### src/rtl/adc_ec_pkg.sv
package adc_ec_pkg;

  typedef logic [1:0] code_t;

  // largest decision a redundant stage may report
  localparam code_t RED_CODE_TOP = 2'b10;

  function automatic code_t clamp_code(input code_t c);
    return (c > RED_CODE_TOP) ? RED_CODE_TOP : c;
  endfunction

  function automatic logic is_bad_code(input code_t c);
    return c == 2'b11;
  endfunction

endpackage

### src/rtl/adc_ec_delay.sv
module adc_ec_delay #(
  parameter int WIDTH = 2,
  parameter int DEPTH = 1
) (
  input  logic             clk,
  input  logic             rst_n,
  input  logic [WIDTH-1:0] d_i,
  output logic [WIDTH-1:0] q_o
);

  logic [WIDTH-1:0] taps [DEPTH];

  always_ff @(posedge clk or negedge rst_n) begin
    if (!rst_n) begin
      for (int i = 0; i < DEPTH; i++) taps[i] <= '0;
    end else begin
      taps[0] <= d_i;
      for (int i = 1; i < DEPTH; i++) taps[i] <= taps[i-1];
    end
  end

  assign q_o = taps[DEPTH-1];

endmodule

### src/rtl/adc_ec_sum.sv
module adc_ec_sum
  import adc_ec_pkg::*;
#(
  parameter int N_RED = 8,
  localparam int OUT_W = N_RED + 2
) (
  input  logic [2*N_RED-1:0] red_i,
  input  code_t              flash_i,
  output logic [OUT_W-1:0]   sum_o
);

  // overlap-add: stage k (1-based) weighs 2^(N_RED+1-k), flash weighs 1
  always_comb begin
    logic [OUT_W-1:0] acc;
    acc = OUT_W'(flash_i);
    for (int k = 0; k < N_RED; k++) begin
      acc = acc + (OUT_W'(clamp_code(red_i[2*k +: 2])) << (N_RED - k));
    end
    sum_o = acc;
  end

endmodule

### src/rtl/adc_ec_fill.sv
module adc_ec_fill #(
  parameter int FILL = 5,
  localparam int CW = $clog2(FILL + 1)
) (
  input  logic clk,
  input  logic rst_n,
  output logic valid_o
);

  logic [CW-1:0] cnt_q;

  always_ff @(posedge clk or negedge rst_n) begin
    if (!rst_n) begin
      cnt_q   <= '0;
      valid_o <= 1'b0;
    end else begin
      if (cnt_q != CW'(FILL)) cnt_q <= cnt_q + 1'b1;
      if (cnt_q == CW'(FILL - 1)) valid_o <= 1'b1;
    end
  end

endmodule

### src/rtl/pipe_adc_corrector.sv
module pipe_adc_corrector
  import adc_ec_pkg::*;
#(
  parameter int N_RED = 8,
  localparam int OUT_W = N_RED + 2,
  localparam int LAST_SLOT = (N_RED + 1) / 2,
  localparam int FILL = LAST_SLOT + 1
) (
  input  logic               clk,
  input  logic               rst_n,
  input  logic [2*N_RED-1:0] red_code_i,
  input  logic [1:0]         flash_code_i,
  output logic [OUT_W-1:0]   sample_o,
  output logic               sample_valid_o,
  output logic               code_err_o
);

  logic [2*N_RED-1:0] aligned;
  logic [N_RED-1:0]   bad_vec;
  logic [OUT_W-1:0]   sum;

  // stage k arrives k/2 cycles after stage 1; pad it up to the flash slot
  for (genvar k = 1; k <= N_RED; k++) begin : g_stage
    localparam int DLY = LAST_SLOT - k / 2;
    if (DLY == 0) begin : g_pass
      assign aligned[2*(k-1) +: 2] = red_code_i[2*(k-1) +: 2];
    end else begin : g_dly
      adc_ec_delay #(.WIDTH(2), .DEPTH(DLY)) u_dly (
        .clk   (clk),
        .rst_n (rst_n),
        .d_i   (red_code_i[2*(k-1) +: 2]),
        .q_o   (aligned[2*(k-1) +: 2])
      );
    end
    assign bad_vec[k-1] = is_bad_code(red_code_i[2*(k-1) +: 2]);
  end

  adc_ec_sum #(.N_RED(N_RED)) u_sum (
    .red_i   (aligned),
    .flash_i (flash_code_i),
    .sum_o   (sum)
  );

  adc_ec_fill #(.FILL(FILL)) u_fill (
    .clk     (clk),
    .rst_n   (rst_n),
    .valid_o (sample_valid_o)
  );

  always_ff @(posedge clk or negedge rst_n) begin
    if (!rst_n) begin
      sample_o   <= '0;
      code_err_o <= 1'b0;
    end else begin
      sample_o   <= sum;
      code_err_o <= code_err_o | (|bad_vec);
    end
  end

endmodule

### config.mk
export PLATFORM = sky130hd
export DESIGN_NAME = pipe_adc_corrector
export DESIGN_NICKNAME = d
export VERILOG_FILES = /design/src/rtl/adc_ec_pkg.sv /design/src/rtl/adc_ec_delay.sv /design/src/rtl/adc_ec_sum.sv /design/src/rtl/adc_ec_fill.sv /design/src/rtl/pipe_adc_corrector.sv
export SDC_FILE = /design/constraint.sdc
export NUM_CORES = 1
export LEC_CHECK = 0
export CAP_MARGIN = 20
export CORE_AREA = 2 2 87 89
export DETAILED_ROUTE_END_ITERATION = 6
export DIE_AREA = 0 0 89 91
export PLACE_DENSITY = 0.48
export RECOVER_POWER = 100
export SETUP_SLACK_MARGIN = 0.3
export SLEW_MARGIN = 40
export SYNTH_ARGS = -nofsm -noshare
export SYNTH_HDL_FRONTEND = slang
export SYNTH_HIERARCHICAL = 1
export SYNTH_SLANG_ARGS = --single-unit
### constraint.sdc
create_clock -name clk -period 4.22 [get_ports clk]
set_clock_uncertainty 0.15 [all_clocks]
set_input_delay 0.633 -clock clk [delete_from_list [all_inputs] [get_ports clk]]
set_output_delay 0.633 -clock clk [all_outputs]
set_load 0.05 [all_outputs]
==> results_dict.tcl, run 1 <==
set metrics [dict create \
    status "finished, violations left" \
    violations "capacitance limit, slew limit" \
    grt_util_met2_pct 11.8 \
    die_w_um 89 \
    synth_nets 162 \
    max_stage_delay_ns 0.64 \
    dr.first_iter.drc_count 33 \
    yosysTopAreaCell "dfrtp_1" \
    synth_common_cells "dfrtp_1, buf_4, ha_1, nor2b_1, clkbuf_1" \
    path_class "input pin to flip-flop" \
    cp_top_family "compound AO/OA/AOI/OAI gates" \
    area_delta_synth_final_pct 21.4 \
    worst-path-max-fanout 4 \
    synth.most_common_cell "dfrtp_1" \
    wl_per_cell_um 11.1 \
    antenna_found_initial 0 \
    synth_area_per_cell_um2 14.0 \
    period_needed_ns 2.78 \
    top_usage_layer "met2" \
    ys.flop_type "dfrtp_1" \
    gp_congestion 0.722 \
    cp.required_ns 4.24 \
    syn_inst 130 \
    use_met1_pct 9.84 \
    clock_sinks 47 \
    slew_headroom_pct -60.1 \
    hold_viol 0 \
    io_pins 32 \
    drc 0 \
    nNetsFinal 182 \
    synth_area_um2 1810 \
    synth.distinct_cells 29 \
    root_buffer "clkbuf_8" \
    setup_ws_ns 1.44 \
    io_buffers 31 \
    fmax_mhz 360 \
    gr-total-overflow 0 \
    core_area_um2 7140 \
    drive_gt1_share_pct 6.62 \
    ys_seq_area_share_pct 64.8 \
    synth_top_area_share_pct 64.8 \
    drv_cap 1 \
    slowest_stage "dlygate4sd3_1" \
    post_cts_buffers 0 \
    viasPerCell 3.86 \
    start_util_pct 25.4 \
    cts_tree "done" \
    dieArea_um2 8100 \
    p_leak_uw 0.000954 \
    numCtsBuffers 5 \
    vdd_drop_max_uv 139 \
    dpl.hpwl_um 2060 \
    grt_pass1_vias 1013 \
    startpoint_type "input pin" \
    gr-usage-all-layers_pct 7.90 \
    ant_nets 0 \
    cts_resized 0 \
    setup-violations-final 0 \
    yosys-top-cells-area "dfrtp_1, ha_1, buf_4" \
    ctsLongestPathBuffers 2 \
    diodes 0 \
    routed_wl_um 2770 \
    cts_hold_buf 0 \
    synth_edf_count 0 \
    path_cells "dlygate4sd3_1, nor2b_1, ha_1, fa_1, a21o_1, a21oi_1, o21ai_0, xor2_1" \
    insertion_delay_ns 0.30 \
    core.rowCount 31 \
    ys_ff_latch 47 \
    grt_pass1_wl_um 4840 \
    fin_crit_sh_pct 65.9 \
    grt_max_degree 48 \
    rsz0062_at_grt "false" \
    first_pass_iters 5 \
    clkTransAtPathRegs_ns 0.09 \
    met3_usage_pct 3.18 \
    min_path_type "flip-flop to flip-flop" \
    synth-async-reset-ratio_pct 100 \
    fillers 731 \
    yosysWarnings 6 \
    htree_levels 2 \
    tightestPinTransition_ns 2.40 \
    finalSetupTns_ns 0 \
    drv_slew 48 \
    cp_num_buf_inv 1 \
    critPathArrivalTime_ns 2.81 \
    post-route-util_pct 30.9 \
    end_kind "flip-flop" \
    place_ws_ns 1.28 \
    powerDensity_nw_per_um2 414 \
    via_count 965 \
    die_y_um 91 \
]
[state kept, by name, summed over array words and instances, names as in the netlist]
| name | cells |
|---|---|
| u_fill/cnt_q | 3 |
| g_stage.g_dly.u_dly/q_o | 14 |
| u_fill/valid_o | 1 |
| sample_o | 10 |
| g_stage.g_dly.u_dly/taps | 18 |
| code_err_o | 1 |
[cells by family after synthesis]
family          synth area share, %
compound gates                 8.07
mux                            1.93
xor+xnor                       3.38
simple gates                   6.69
fa+ha+maj                      8.69
buf+inv                        6.41
flops                          64.8
[metal layers]
layer / vias to the layer above / part of all wire, %
met5: - / 0
met4: 0 / 1.7
met3: 7 / 8.3
met2: 31 / 48
met1: 466 / 41
li1: 461 / -
[worst register-to-register path, cell delays in order (launching register included)]
cell	delay, ns
dfrtp_1	0.36
nor2b_1	0.16
fa_1	0.43
a21o_1	0.20
a21oi_1	0.28
o21ai_0	0.18
xor2_1	0.17
[report_power, final]
group / internal (µW) / leakage (µW) / switching [µW]
Clock: 119 / 0.0000485 / 154
Combinational: 53.6 / 0.000368 / 97.8
Sequential: 480 / 0.000538 / 7.32
Total: 652 / 0.000954 / 259
[worst paths after layout]
check	to	slack (ns)	from	depth (start not counted)
hold / removal	g_stage[1].g_dly.u_dly/taps[5]	0.20	g_stage[1].g_dly.u_dly/taps[7]	0
min in group asynchronous	sample_o[8]	0.90	rst_n	1
max in group asynchronous	g_stage[1].g_dly.u_dly/q_o[0]	1.65	rst_n	1
setup / recovery	sample_o[7]	1.44	red_code_i[15]	8
setup reg to reg	sample_o[7]	2.18	g_stage[7].g_dly.u_dly/q_o[0]	6
hold reg to reg	g_stage[1].g_dly.u_dly/taps[5]	0.20	g_stage[1].g_dly.u_dly/taps[7]	0
[per-stage QoR]
step | total power [µW] | std cells | hold slack [ns] | instance area, µm²
after floorplan | 602 | 130 | 0.181 | 1810
after global placement | 661 | 242 | 0.187 | 2130
after detailed placement | 663 | 242 | 0.185 | 2140
after CTS | 944 | 250 | 0.192 | 2230
after global routing | 966 | 250 | 0.215 | 2200
final | 911 | 250 | 0.204 | 2200
[cell type report]
class                   instances  area, µm²  share of cell area (%)
inverters                       2       7.51                   0.341
flip-flops and latches         47       1180                    53.4
clock inverters                 3       22.5                    1.02
repair buffers                 31        304                    13.8
clock buffers                   5       68.8                    3.12
well taps                      99        124                    5.62
multi-input cells              63        500                    22.7
[cells in the final DEF, fill, tap and decap left out, drive strengths merged]
cell / instances
o21bai: 1
nand2: 5
a222oi: 1
a21oi: 7
o21a: 1
a211oi: 1
o31ai: 1
nor2b: 10
o21ai: 2
and4b: 1
nor2: 2
fa: 1
dfrtp: 47
dlygate4sd3: 28
inv: 3
ha: 11
clkdlybuf4s50: 2
a221oi: 1
nand3: 3
xnor2: 4
clkbuf: 6
a21o: 3
a22o: 1
xor2: 3
clkinv: 2
mux2i: 2
nor3: 1
mux2: 1
Power figures use the tool's default switching activity.
==> run 2: changes to the inputs <==
Settings changed: PLACE_DENSITY 0.48 to 0.5.
Clock period 4.22 ns to 2.5 ns, I/O delays scaled along.
==> run 2 against run 1 <==
Compared with the run above: the run now ends clean; critical path type unchanged; sequential power up 69%; core utilization up 0.82 points; wire length down 2.1%; final area up 2.7%; count of clock-buffer cells in the layout unchanged; critical path depth unchanged.
==> results_dict.tcl, run 2 (same netlist as run 1, synthesis figures left out) <==
set metrics [dict create \
    largest_register "g_stage.g_dly.u_dly/taps" \
    final_common_cell "dfrtp_1" \
    wl_per_cell_um 10.6 \
    clkTransAtPathRegs_ns 0.10 \
    fillers 750 \
    final_cell_mix "dfrtp_1, dlygate4sd3_1, ha_1, nor2b_1, a21oi_1" \
    die_w_um 89 \
    ant_nets 0 \
    io_buffers 31 \
    final_area_um2 2260 \
    p_leak_uw 0.000984 \
    htree_levels 2 \
    vdd_drop_max_uv 259 \
    slowest_stage "dlygate4sd3_1" \
    gr-usage-all-layers_pct 7.60 \
    diodes 0 \
    fmax_mhz 444 \
    min_path_type "flip-flop to flip-flop" \
    path_class "input pin to flip-flop" \
    ctsLongestPathBuffers 2 \
    post_cts_buffers 0 \
    grt_pass1_wl_um 4700 \
    fin_crit_sh_pct 90.2 \
    period_needed_ns 2.25 \
    area_delta_synth_final_pct 24.7 \
    core.rowCount 31 \
    worstHoldStart "g_stage[1].g_dly.u_dly/taps[4]" \
    via_count 965 \
    gp_congestion 0.753 \
    tightestPinTransition_ns 1.43 \
    core_area_um2 7140 \
    critPathArrivalTime_ns 2.28 \
    setup-violations-final 0 \
    cp.required_ns 2.53 \
    slew_headroom_pct 4.85 \
    drive_gt1_share_pct 10.1 \
    start_util_pct 25.4 \
    cp_top_family "buffers and inverters" \
    viasPerCell 3.75 \
    dpl.hpwl_um 2140 \
    status "finished clean" \
    cts_tree "done" \
    root_buffer "clkbuf_8" \
    grt_pass1_vias 1097 \
    startpoint_type "input pin" \
    routed_wl_um 2710 \
    largest_register_ffs 18 \
    io_pins 32 \
    r2r_start "g_stage[7].g_dly.u_dly/q_o[1]" \
    numCtsBuffers 5 \
    drv_cap 0 \
    drc 0 \
    dieArea_um2 8100 \
    powerDensity_nw_per_um2 692 \
    rsz0062_at_grt "false" \
    insertion_delay_ns 0.29 \
    clock_sinks 47 \
    crit_start "red_code_i[14]" \
    finalSetupTns_ns 0 \
    dr.first_iter.drc_count 23 \
    drv_slew 0 \
    hold_viol 0 \
    grt_max_degree 29 \
    cp_num_buf_inv 1 \
    dpl-instance-area_um2 2180 \
    first_pass_iters 4 \
    max_stage_delay_ns 0.56 \
    worst-path-max-fanout 3 \
    path_cells "dlygate4sd3_1, nor2b_1, ha_1, fa_2, a21o_1, a21oi_2, o21ai_0, xor2_1" \
    end_kind "flip-flop" \
    die_y_um 91 \
    nNetsFinal 189 \
    gr-total-overflow 0 \
    antenna_found_initial 0 \
]
run 2: cell types whose count changed in the layout (fill, tap and decap cells not counted), sizes merged:
cell         previous run  this run
dlygate4sd3            28        29
buf                     0         5
inv                     3         5
clkbuf                  6         7
clkinv                  2         0
run 2: layout make-up:
type	instances	area [µm²]	share of cell area, %
inverters	2	7.51	0.332
flip-flops and latches	47	1180	52.0
clock buffers	5	68.8	3.04
multi-input cells	63	502	22.2
clock inverters	3	28.8	1.27
repair buffers	38	355	15.7
well taps	99	124	5.48
run 2: through the flow:
stage               power (µW)  instances  utilization, %  setup WS (ns)  hold WS [ns]
finish                    1570        257            31.7          0.246         0.208
floorplan                 1020        130               -          0.471       -0.0706
global route              1660        257            31.7          0.167         0.222
detailed placement        1130        248            30.5        -0.0264         0.186
CTS                       1620        257            32.0          0.308         0.213
global placement          1120        248            30.5         0.0153         0.186
run 2: path summary, 6_finish.rpt:
check / depth (start not counted) / end / slack (ns)
max in group asynchronous: 3 / g_stage[2].g_dly.u_dly/taps[5] / 0.54
min: 0 / g_stage[1].g_dly.u_dly/taps[2] / 0.21
min in group asynchronous: 2 / g_stage[3].g_dly.u_dly/taps[2] / 0.80
min reg2reg: 0 / g_stage[1].g_dly.u_dly/taps[2] / 0.21
max: 8 / sample_o[7] / 0.25
max reg2reg: 6 / sample_o[6] / 0.60
run 2: power by group:
| group | internal [µW] | switching [µW] | total [µW] |
|---|---|---|---|
| sequential | 810 | 14.0 | 824 |
| combinational | 97.4 | 164 | 261 |
| clock | 211 | 269 | 480 |
run 2: what timing repair did:
item                                    in CTS  in global routing
gates resized for setup                      0                  2
endpoints found under the hold margin       26                  0
pin swaps                                    1                  2
hold buffers                                 1                  0
endpoints found under the setup margin       1                  1
run 2: routing by layer:
metal  part of all wire [%]  wire length (µm)  GRT usage [%]  vias to the layer above
li1                       -                 -              -                      471
met1                     45              1210           9.16                      465
met2                     49              1320           12.1                       27
met3                    5.5               149           2.73                        2
met4                    1.1                29           3.36                        0
met5                      0                 0              0                        -
